## config.mk

```make
export PLATFORM = sky130hd
export DESIGN_NAME = evt_timer_channel
export DESIGN_NICKNAME = d
export VERILOG_FILES = /design/src/rtl/rc_pkg.sv /design/src/rtl/rc_src_sel.sv /design/src/rtl/rc_counter.sv /design/src/rtl/rc_ctrl.sv /design/src/rtl/evt_timer_channel.sv
export SDC_FILE = /design/constraint.sdc
export NUM_CORES = 1
export LEC_CHECK = 0
export ABC_CLOCK_PERIOD_IN_PS = 2300
export BUFFER_PORTS_ARGS = -buffer_cell sky130_fd_sc_hd__buf_2
export CAP_MARGIN = 15
export CELL_PAD_IN_SITES_DETAIL_PLACEMENT = 0
export CELL_PAD_IN_SITES_GLOBAL_PLACEMENT = 1
export CORE_MARGIN = 2
export CORE_UTILIZATION = 30
export CTS_CLUSTER_DIAMETER = 30
export CTS_CLUSTER_SIZE = 8
export DETAILED_ROUTE_END_ITERATION = 10
export PLACE_DENSITY_LB_ADDON = 0.3
export SYNTH_ARGS = -nofsm -noshare
export SYNTH_HDL_FRONTEND = slang
export SYNTH_SLANG_ARGS = --single-unit
```

## constraint.sdc

```tcl
create_clock -name clk -period 2.3 [get_ports clk]
set_input_delay 0 -clock clk [delete_from_list [all_inputs] [get_ports clk]]
set_output_delay 0 -clock clk [all_outputs]
set_load 0.005 [all_outputs]
```

## src/rtl/rc_pkg.sv

```systemverilog
package rc_pkg;
    localparam int unsigned REG_W     = 16;
    localparam int unsigned B_STOP    = 0;
    localparam int unsigned B_FOLD    = 3;
    localparam int unsigned B_IRQ_CMP = 4;
    localparam int unsigned B_IRQ_WRP = 5;
    localparam int unsigned B_REPEAT  = 6;
    localparam int unsigned B_SRC_A   = 8;
    localparam int unsigned B_SRC_B   = 9;
    localparam int unsigned B_EVENT   = 10;
    localparam int unsigned B_HIT_CMP = 11;
    localparam int unsigned B_HIT_WRP = 12;
    localparam int unsigned KEEP_W    = 11;

    localparam int KIND_DOT   = 0;
    localparam int KIND_HSYNC = 1;
    localparam int KIND_DIV   = 2;

    typedef enum logic [1:0] {
        SEL_COUNT = 2'd0,
        SEL_CTRL  = 2'd1,
        SEL_CMP   = 2'd2,
        SEL_NONE  = 2'd3
    } rc_sel_e;
endpackage

```

## src/rtl/rc_src_sel.sv

```systemverilog
module rc_src_sel #(
    parameter int KIND  = 0,
    parameter int PRE_W = 3
) (
    input  logic clk,
    input  logic rst_n,
    input  logic ctrl_wr,
    input  logic src_a,
    input  logic src_b,
    input  logic stop,
    input  logic dot_tick,
    input  logic hsync_tick,
    output logic step
);
    generate
        if (KIND == rc_pkg::KIND_DIV) begin : g_div
            logic [PRE_W-1:0] pre_d, pre_q;
            logic unused_in;
            assign unused_in = &{1'b0, src_a, dot_tick, hsync_tick};

            always_comb begin
                pre_d = ctrl_wr ? '0 : pre_q + 1'b1;
                step  = !stop && (src_b ? (&pre_q) : 1'b1);
            end

            always_ff @(posedge clk) begin
                if (!rst_n) pre_q <= '0;
                else        pre_q <= pre_d;
            end
        end else if (KIND == rc_pkg::KIND_HSYNC) begin : g_line
            logic unused_in;
            assign unused_in = &{1'b0, clk, rst_n, ctrl_wr, src_b, stop, dot_tick};
            always_comb step = src_a ? hsync_tick : 1'b1;
        end else begin : g_dot
            logic unused_in;
            assign unused_in = &{1'b0, clk, rst_n, ctrl_wr, src_b, stop, hsync_tick};
            always_comb step = src_a ? dot_tick : 1'b1;
        end
    endgenerate
endmodule

```

## src/rtl/rc_counter.sv

```systemverilog
module rc_counter #(
    parameter int W = 16
) (
    input  logic         clk,
    input  logic         rst_n,
    input  logic         step,
    input  logic         clr,
    input  logic         load,
    input  logic         cmp_wr,
    input  logic [W-1:0] wdata,
    input  logic         fold,
    output logic [W-1:0] count,
    output logic [W-1:0] cmp_val,
    output logic         cmp_evt,
    output logic         wrap_evt
);
    typedef struct packed {
        logic [W-1:0] cnt;
        logic [W-1:0] cmp;
    } cnt_state_t;

    cnt_state_t st_d, st_q;
    logic [W-1:0] inc;
    logic         live;

    always_comb begin
        st_d     = st_q;
        inc      = st_q.cnt + 1'b1;
        live     = step && !clr && !load && !cmp_wr;
        cmp_evt  = live && (inc == st_q.cmp);
        wrap_evt = live && (&st_q.cnt);
        if (clr) begin
            st_d.cnt = '0;
        end else if (load) begin
            st_d.cnt = wdata;
        end else if (cmp_wr) begin
            st_d.cmp = wdata;
        end else if (live) begin
            st_d.cnt = (cmp_evt && fold) ? '0 : inc;
        end
    end

    always_ff @(posedge clk) begin
        if (!rst_n) st_q <= '0;
        else        st_q <= st_d;
    end

    assign count   = st_q.cnt;
    assign cmp_val = st_q.cmp;
endmodule

```

## src/rtl/rc_ctrl.sv

```systemverilog
module rc_ctrl
    import rc_pkg::*;
(
    input  logic             clk,
    input  logic             rst_n,
    input  logic             ctrl_wr,
    input  logic             ctrl_rd,
    input  logic [REG_W-1:0] wdata,
    input  logic             cmp_evt,
    input  logic             wrap_evt,
    output logic [REG_W-1:0] ctrl,
    output logic             fired,
    output logic             irq
);
    typedef struct packed {
        logic [REG_W-1:0] word;
        logic             fired;
        logic             irq;
    } ctrl_state_t;

    ctrl_state_t st_d, st_q;
    logic        want;
    logic        unused_hi;

    assign unused_hi = &{1'b0, wdata[REG_W-1:KEEP_W]};

    always_comb begin
        st_d     = st_q;
        st_d.irq = 1'b0;
        want     = (cmp_evt && st_q.word[B_IRQ_CMP]) || (wrap_evt && st_q.word[B_IRQ_WRP]);
        if (ctrl_wr) begin
            st_d.word  = {{(REG_W-KEEP_W){1'b0}}, wdata[KEEP_W-1:0]};
            st_d.fired = 1'b0;
        end else begin
            if (ctrl_rd) begin
                st_d.word[B_HIT_CMP] = 1'b0;
                st_d.word[B_HIT_WRP] = 1'b0;
            end
            if (cmp_evt) begin
                st_d.word[B_EVENT]   = 1'b1;
                st_d.word[B_HIT_CMP] = 1'b1;
            end
            if (wrap_evt) begin
                st_d.word[B_EVENT]   = 1'b1;
                st_d.word[B_HIT_WRP] = 1'b1;
            end
            if (want && (st_q.word[B_REPEAT] || !st_q.fired)) begin
                st_d.irq   = 1'b1;
                st_d.fired = 1'b1;
            end
        end
    end

    always_ff @(posedge clk) begin
        if (!rst_n) st_q <= '0;
        else        st_q <= st_d;
    end

    assign ctrl  = st_q.word;
    assign fired = st_q.fired;
    assign irq   = st_q.irq;
endmodule

```

## src/rtl/evt_timer_channel.sv

```systemverilog
module evt_timer_channel
    import rc_pkg::*;
#(
    parameter int KIND  = 0,
    parameter int PRE_W = 3
) (
    input  logic             clk,
    input  logic             rst_n,
    input  logic [1:0]       reg_sel,
    input  logic             wr_en,
    input  logic [REG_W-1:0] wr_data,
    input  logic             rd_en,
    output logic [REG_W-1:0] rd_data,
    input  logic             dot_tick,
    input  logic             hsync_tick,
    output logic             irq
);
    rc_sel_e          sel;
    logic             ctrl_wr, ctrl_rd, cnt_wr, cmp_wr;
    logic             step, cmp_evt, wrap_evt, fired;
    logic [REG_W-1:0] count, cmp_val, ctrl;

    assign sel     = rc_sel_e'(reg_sel);
    assign ctrl_wr = wr_en && (sel == SEL_CTRL);
    assign cnt_wr  = wr_en && (sel == SEL_COUNT);
    assign cmp_wr  = wr_en && (sel == SEL_CMP);
    assign ctrl_rd = rd_en && !wr_en && (sel == SEL_CTRL);

    rc_src_sel #(.KIND(KIND), .PRE_W(PRE_W)) u_src (
        .clk        (clk),
        .rst_n      (rst_n),
        .ctrl_wr    (ctrl_wr),
        .src_a      (ctrl[B_SRC_A]),
        .src_b      (ctrl[B_SRC_B]),
        .stop       (ctrl[B_STOP]),
        .dot_tick   (dot_tick),
        .hsync_tick (hsync_tick),
        .step       (step)
    );

    rc_counter #(.W(REG_W)) u_cnt (
        .clk      (clk),
        .rst_n    (rst_n),
        .step     (step),
        .clr      (ctrl_wr),
        .load     (cnt_wr),
        .cmp_wr   (cmp_wr),
        .wdata    (wr_data),
        .fold     (ctrl[B_FOLD]),
        .count    (count),
        .cmp_val  (cmp_val),
        .cmp_evt  (cmp_evt),
        .wrap_evt (wrap_evt)
    );

    rc_ctrl u_ctl (
        .clk      (clk),
        .rst_n    (rst_n),
        .ctrl_wr  (ctrl_wr),
        .ctrl_rd  (ctrl_rd),
        .wdata    (wr_data),
        .cmp_evt  (cmp_evt),
        .wrap_evt (wrap_evt),
        .ctrl     (ctrl),
        .fired    (fired),
        .irq      (irq)
    );

    always_comb begin
        case (sel)
            SEL_COUNT: rd_data = count;
            SEL_CTRL:  rd_data = ctrl;
            SEL_CMP:   rd_data = cmp_val;
            default:   rd_data = '0;
        endcase
    end
endmodule

```

# Word level (Yosys, flattened, before mapping)
# Cells that the tools add are included.
# word_totals
regBits	47
input_bits	24
output_inout_bits	17
elab_cells	58
# op_classes
n_addsub	1
eq_ne	4
muxes	12
n_bitwise	3
n_reduce_logical	30
# op_table
cell	n
16-bit two-way mux	4
16-bit one-hot mux with 3 select lines	1
16-bit by 1-bit adder with 16-bit output, second input constant	1
16-bit == test	1
16-bit AND reduction	1
1-bit logical AND	14
2-bit nonzero test	3
1-bit logical NOT	5
1-bit two-way mux	5
2-bit two-way mux	2
1-bit inverter	3
3-bit AND reduction	1
3-bit nonzero test	1
2-bit by 1-bit == test with 1-bit output, second input constant	1
2-bit == test, second input constant	1
2-bit logical NOT	1
1-bit logical OR	2
2-bit by 1-bit != test with 1-bit output, second input constant	1
2-bit AND reduction	1
2-bit OR reduction	1

# Logic depth before layout (Yosys ltp)
# Gate-level depths: netlist of run 1.
# logic_depth
depth_word	12
ltp_mapped	9
mapped_depth_nobuf	7

# Hierarchy
# A second synthesis of run 1 with hierarchy kept.
# unflattened
hier_cells	379
hier_area_um2	3201.8
# by_module_without_submodules
mod	n_inst	cells_each	area_per_inst_um2	seq_area_each_um2
rc_counter	1	279	2193.4	640.6
rc_ctrl	1	56	584.3	300.3
evt_timer_channel	1	43	417.9	0.0
rc_src_sel	1	1	6.3	0.0

# Worst setup path after synthesis of run 1
# OpenSTA, ideal clock, no wires.
# synth_timing
path_type	reg-to-reg
from	register u_cnt.st_q, in the netlist u_cnt.count[0]
to	register u_cnt.st_q, in the netlist u_cnt.count[6]
setup_ps	117
arrival_time_ps	2203
t_required_ps	2183
setup_slack_ps	-20
path_stages_with_launch	9
n_path_buf	1
synth_period_minus_slack_ps	2320
path_cell_list	dfxtp_1 -> ha_1 -> nand3_2 -> or4_1 -> o211ai_1 -> o22ai_1 -> nor4_4 -> buf_6 -> nor2_1
# synth_between
elab_chain_len	8
# synth_lines
item	line	rtl
from (decl)	rc_counter.sv:22	cnt_state_t st_d, st_q;
from (signal assigned)	rc_counter.sv:45	else st_q <= st_d;
16-bit by 1-bit adder with 16-bit output *	rc_counter.sv:28	inc = st_q.cnt + 1'b1;
16-bit == test	rc_counter.sv:30	cmp_evt = live && (inc == st_q.cmp);
1-bit logical AND	rc_counter.sv:30	
1-bit logical AND	rc_counter.sv:39	st_d.cnt = (cmp_evt && fold) ? '0 : inc;
16-bit two-way mux *	rc_counter.sv:39	
16-bit two-way mux *	rc_counter.sv:38	end else if (live) begin
16-bit two-way mux *	rc_counter.sv:36	end else if (cmp_wr) begin
16-bit two-way mux *	rc_counter.sv:34	end else if (load) begin
# Mark *: on every way between the ends. The rest lies on a longest branch, timed or not. The select of a mux whose other input is x is not followed.
# A chain may end at the register's enable or synchronous reset.

# Worst setup path in the final report of run 1
# layout_timing
from	register u_cnt.st_q, in the netlist u_cnt.count[9]
to	register u_cnt.st_q, in the netlist u_cnt.count[8]
# layout_between
elab_chain_len	8
# layout_lines
item	line
16-bit by 1-bit adder with 16-bit output	rc_counter.sv:28
16-bit == test	rc_counter.sv:30
1-bit logical AND	rc_counter.sv:30
1-bit logical AND	rc_counter.sv:39
16-bit two-way mux	rc_counter.sv:39
16-bit two-way mux	rc_counter.sv:38
16-bit two-way mux	rc_counter.sv:36
16-bit two-way mux	rc_counter.sv:34
# No other way between the ends. The select of a mux whose other input is x is not followed.

==> results.md, run 1 <==
* Hold path start: rd_en
* Largest family of logic cells by synthesized area: simple AND/OR/NAND/NOR gates
* Tmin final at 2.14 ns
* Number of synthesized flops with an enable pin at 0
* CTS tree: built
* Yosys warns at 0
* Overall routing resource usage at 17.8%
* Final worst setup slack at 0.165 ns
* Cells after Synth at around 390
* Area growth syn-to-layout at 25.3%
* CP Capture Type: register
* Nets at ~470
* Fmax at about 470 MHz
* Final wirelength at 9.32 mm
* Hold worst-path end: u_ctl.ctrl[12]
* Largest net degree at the start of global routing at 33
* Clk root buf: clkbuf_8
* Share of layout cells above drive strength 1 at 21.6%
* Simple-Gate Fraction of Synth Area at 28.4%
* Power Dens Cells at 484 mW/mm^2
* Inst Count DP at 557
* Worst slew pin tran at 0.663 ns
* Worst slack, placed at approximately 0.08 ns
* Clock buffer depth at 2
* Fin area at 0.00374 sq mm
* Outcome: complete, no violations
* Syn avg cell area at 7.73 sq um
* DRT Pass-1 Iters at 4
* Post-synthesis register bit count at 47
* Pins over their slew limit at 0
* Die H at 104 um
* Period utilization at between 90% and 100%
* Seq/Total Area, Yosys at 31.5%
* Number of distinct library cells after synthesis at 49
* Power, Total at 1.81 mW
* Initial antenna violation count at 0
* IO Pins at 41
* Total gr overflow at 0
* Fin util at between 30% and 40%
* Post-Synth Adder-Cell Area at less than 1%
* Final Skew at 0.00446 ns
* Number of remaining DRC errors at 0
* Reg2Reg Depth at 8
* Die area at 0.0108 sq mm
* Mux contribution to synthesized area at 5.37%
* Placed inst area at 0.00341 sq mm
* DR vias at 2,890
* Number of global-route vias before repair at 2,863
* # diodes at 0
* R2R setup slack at 0.16 ns
* Core outline area at 0.00973 sq mm
* FF-to-FF Start: u_cnt.count[9]
* Fin cells at between 500 and 600
* Initial detailed-routing violation count at 90
* CP startpoint kind: register
* Synth Area in Compound Gates at 18.2%
* Clock latency on the worst-skew pair at 0.30 ns
* Asr flop ratio synth at 0%
* Post-synth top area share at 31.5%
* Final ANT Viol Nets at 0
* Port bufs at 39
* Max Cap Viol at 0
* Cell row count at 36
* Drt via density at 4.97
* Setup Viol. Count Final at 0
* Top_reg_cell synth: dfxtp_1
* Final HPWL DP at 6.71 mm
* Synth Cell Area at 0.00298 sq mm
* Crit path kind: reg2reg
* Min-Delay Path Class: in2reg
* Die width at 104 um
* Synth Area in XOR/XNOR at a little over a tenth
* Final Hold Viols at 0
* Clock Sink Count at 47
* Clk slew on worst S/H paths at ~0.09 ns
* Post-synth top area cell: dfxtp_1
* Reg2reg end: u_cnt.count[8]
* First-pass GRT wire length at 15.3 mm
* Worst Path Required at 2.50 ns
* Maximum vdd drop at between 0.2 and 0.25 mV
* TritonCTS Buffers at 5
* Arr. time, crit path at 2.33 ns
* Synth Net Count at about 400
* Leakage Power at 1.50 nW
* WL per Instance at roughly 16 um
* Hold Path Depth at 4
* CP Max Fanout at 5
* Placer Congestion at about 0.85
* Setup Fix Bufs, Post-CTS at 0
* CTS H-tree depth at 2
* Starting Density at approximately 31%
* Rel. slew slack at 55.8%
* Largest cells by area after synthesis: dfxtp_1, nand2_1, a21boi_0
[worst max path at each step]
stage / slack [ns] / to / startpoint / depth (start not counted)
3_3_place_gp: 0.11 / u_cnt.count[12] / u_cnt.count[0] / 8
6_report: 0.16 / u_cnt.count[8] / u_cnt.count[9] / 8
3_5_place_dp: 0.08 / u_cnt.count[13] / u_cnt.count[0] / 8
4_1_cts: 0.04 / u_cnt.count[6] / u_cnt.count[0] / 8
5_1_grt: -0.005 / u_cnt.count[1] / u_cnt.count[0] / 8
2_1_floorplan: 0.02 / u_cnt.count[6] / u_cnt.count[0] / 8
[where the power goes]
part           internal [mW]  total, mW  switching, mW
sequential             0.847      0.884         0.0363
clock                  0.275      0.571          0.296
combinational          0.164      0.355          0.191
total                   1.29       1.81          0.523
[layout make-up]
type | count | area (sq um)
fillers | 1067 | 5990
multi-input cells | 305 | 1920
flip-flops and latches | 47 | 955
repair buffers | 84 | 577
well taps | 133 | 166
clock buffers | 8 | 100
inverters | 5 | 18.8
[per-layer routing]
metal / vias to the layer above / wire, um / GRT usage [%]
met5: - / 0 / 0
met4: 0 / 94 / 3.86
met3: 10 / 275 / 2.27
met2: 53 / 4290 / 29.1
met1: 1374 / 4660 / 25.0
li1: 1453 / - / -
[cells in the final DEF, fill, tap and decap left out, drive strengths merged, types with 2 or more instances in the layout]
master,Yosys,layout
a21oi,7,7
nand4,11,11
nor2b,2,2
xor2,18,18
nand3b,2,2
and3,4,4
xnor2,18,18
inv,5,5
and2,5,5
a211o,11,11
mux2i,16,16
buf,12,68
clkbuf,17,8
nor3,4,4
nand3,8,8
nor3b,2,2
o211ai,7,7
dlygate4sd3,0,16
a21boi,27,27
dfxtp,47,47
a31oi,2,2
nand2,84,84
and4,3,3
nor4,6,6
o21ai,15,15
nor2,37,37
[flip-flops by register name (all words and copies together), names as in the netlist]
| name | flops |
|---|---|
| u_cnt.cmp_val | 16 |
| u_cnt.count | 16 |
| u_ctl.ctrl | 13 |
| u_ctl.fired | 1 |
| u_ctl.irq | 1 |
[cell usage after synthesis (3+ instances only)]
library cell and instances:
a21oi_1 7, inv_1 5, o21ai_0 15, xnor2_1 18, xor2_1 18, dfxtp_1 47, mux2i_1 16, clkbuf_1 17
nand4_1 10, nor4_1 5, a21boi_0 26, a211o_1 11, buf_4 5, and2_1 5, o211ai_1 7, nand3_1 6
and3_1 4, nand2_1 84, nor3_1 4, buf_2 3, nor2_1 36, and4_1 3
[kinds of logic (layout without fill, tap and decap cells)]
family / Yosys count / in the layout
adder cells (fa/ha/maj): 1 / 1
buffers and inverters: 34 / 97
multiplexers: 16 / 16
AND/OR/NAND/NOR: 175 / 175
flip-flops: 47 / 47
XOR/XNOR: 36 / 36
AO/OA/AOI/OAI: 77 / 77
[worst max-delay path, cell delays in order, from the launching register on]
cell and delay, ns:
dfxtp_2 0.37, buf_4 0.16, xnor2_1 0.28, o311a_1 0.23, a31oi_1 0.06, a211o_1 0.33
nor4_4 0.33, buf_4 0.22, nor2_1 0.05
[timing repair]
action,4_1_cts,5_1_grt
endpoints found under the hold margin,27,0
resized for setup,0,18
hold buffers,16,0
setup endpoints to repair,0,16
[through the flow]
step	setup TNS, ns	hold slack (ns)
final	0	0.156
after global routing	-0.00548	0.185
after CTS	0	0.153
after detailed placement	0	0.277
after global placement	0	0.268
after floorplan	0	0.145
(Power assumes the default switching activity.)
==> inputs of run 2 (changes only) <==
--- a/config.mk
+++ b/config.mk
@@ -15,7 +15,8 @@
 export CTS_CLUSTER_DIAMETER = 30
 export CTS_CLUSTER_SIZE = 8
 export DETAILED_ROUTE_END_ITERATION = 10
-export PLACE_DENSITY_LB_ADDON = 0.3
+export PLACE_DENSITY = 0.69
+export RECOVER_POWER = 25
 export SYNTH_ARGS = -nofsm -noshare
 export SYNTH_HDL_FRONTEND = slang
 export SYNTH_SLANG_ARGS = --single-unit
==> results.md, run 2 (synthesis results as in run 1) <==
* Pins over their slew limit at 0
* Area growth syn-to-layout at 25.2%
* CTS tree: built
* Final ANT Viol Nets at 0
* RSZ-0062 raised after global routing: false
* DRT Pass-1 Iters at 5
* Share of layout cells above drive strength 1 at 20.8%
* Largest net degree at the start of global routing at 33
* Die area at 0.0108 sq mm
* Number of remaining DRC errors at 0
* Final wirelength at about 9.3 mm
* Final Skew at 0.00775 ns
* Overall routing resource usage at between 10% and 20%
* DR vias at between 2k and 3k
* Min-Delay Path Class: in2reg
* Final worst setup slack at 0.117 ns
* Placer Congestion at 0.895
* Commonest non-fill, non-tap cells in the layout: nand2_1, dfxtp_1, nor2_1
* Port bufs at 39
* Arr. time, crit path at approximately 2.4 ns
* Crit-path most repeated cell: nor2_1
* Clk slew on worst S/H paths at 0.09 ns
* Largest stage delay, worst path at about 0.36 ns
* Clock Sink Count at 47
* Worst slew pin tran at between 0.6 and 0.7 ns
* Critical path's slowest cell: nor4_4
* Rel. slew slack at a little over half
* R2R setup slack at 0.12 ns
* Clock latency on the worst-skew pair at 0.31 ns
* Buf/Inv on CP at 1
* Final Hold Viols at 0
* Number of global-route vias before repair at 2,674
* CP Max Fanout at 6
* Commonest non-fill, non-tap cell in the layout: nand2_1
* Fin cells at 581
* CTS H-tree depth at 2
* Crit path kind: reg2reg
* Maximum vdd drop at 0.289 mV
* Power Dens Cells at 508 mW/mm^2
* Setup Fix Bufs, Post-CTS at 0
* Fmax at 458 MHz
* Core outline area at roughly 0.01 sq mm
* Met3 WL at 480 um
* WL per Instance at about 16 um
* Cell row count at 36
* Critical-path cell list: ha_2 > xor2_1 > nor2_1 > nand4_1 > a211o_1 > nor4_4 > buf_4 > nor2_1
* Die width at 104 um
* Initial detailed-routing violation count at 153
* Initial antenna violation count at 0
* Outcome: complete, no violations
* Period utilization at 94.9%
* Worst path top cell family by delay: simple AND/OR/NAND/NOR gates
* Starting Density at 30.7%
* Setup Viol. Count Final at 0
* Top sig layer: met4
* IO Pins at 41
* Worst slack, placed at 0.0907 ns
* Placed inst area at 0.00341 sq mm
* Inst Count DP at 556
* Die H at 104 um
* Max Cap Viol at 0
* Nets at 472
* Clock buffer depth at 2
* Met2 WL post-DR at 4.27 mm
* CP startpoint kind: register
* Tmin final at between 2 and 2.5 ns
* Worst Path Required at ~2.5 ns
* Final HPWL DP at 6.67 mm
* First-pass GRT wire length at 14.6 mm
* Drt via density at between 5 and 6
* # diodes at 0
* TritonCTS Buffers at 5
* Leakage Power at 1.50 nW
* Total Neg Setup Slack at 0 ns
* CP Capture Type: register
* Total gr overflow at 0
* Fin area at 0.00374 sq mm
* Wire length on met1 at 4.43 mm
* Clk root buf: clkbuf_8
run 2: cell count changes in the layout (fill, tap and decap cells not counted), sizes merged:
cell	change
buf	-6
clkbuf	+3
bufinv	+1
clkinv	+1
run 2: worst reg2reg max path: cells and delay by family (launching register included):
kind | cells | cell delay [ns]
compound gates | 1 | 0.32
xor+xnor | 1 | 0.14
fa+ha+maj | 1 | 0.28
buf+inv | 1 | 0.23
flops | 1 | 0.34
simple gates | 4 | 0.78
run 2: power breakdown:
group,leakage (nW),internal (mW),switching (mW)
combinational,1.05,0.162,0.195
clock,0.0612,0.352,0.308
sequential,0.385,0.848,0.0350
run 2: path summary, 6_finish.rpt:
check,startpoint,to,cells past startpoint
max,u_cnt.count[1],u_cnt.count[0],8
min,rst_n,u_cnt.cmp_val[13],2
max reg2reg,u_cnt.count[1],u_cnt.count[0],8
min reg2reg,u_ctl.ctrl[2],u_ctl.ctrl[2],2
run 2: metrics by stage:
stage                     power (mW)  hold WS (ns)  util (%)
after detailed placement        1.23         0.275      35.0
after global placement          1.23         0.268      35.0
after global routing            2.00        0.0357      38.4
after CTS                       1.92        0.0284      37.9
after floorplan                 1.11         0.145         -
final                           1.90        0.0331      38.4
run 2: repair_timing:
action | 4_1_cts | 5_1_grt
endpoints found under the setup margin | 0 | 13
hold buffers | 16 | 0
gates resized for setup | 0 | 14
endpoints found under the hold margin | 28 | 0
run 2: layer usage:
metal  vias to the layer above  track usage (%)
li1                       1450                -
met1                      1373             24.8
met2                        80             27.4
met3                        11             2.52
met4                         0             4.05
met5                         -                0
run 2: area by class of cell:
type / instances / area [sq um]
well taps: 133 / 166
inverters: 5 / 18.8
repair buffers: 83 / 567
flip-flops and latches: 47 / 948
fillers: 1059 / 5990
multi-input cells: 305 / 1920
clock inverters: 2 / 35.0
clock buffers: 6 / 82.6
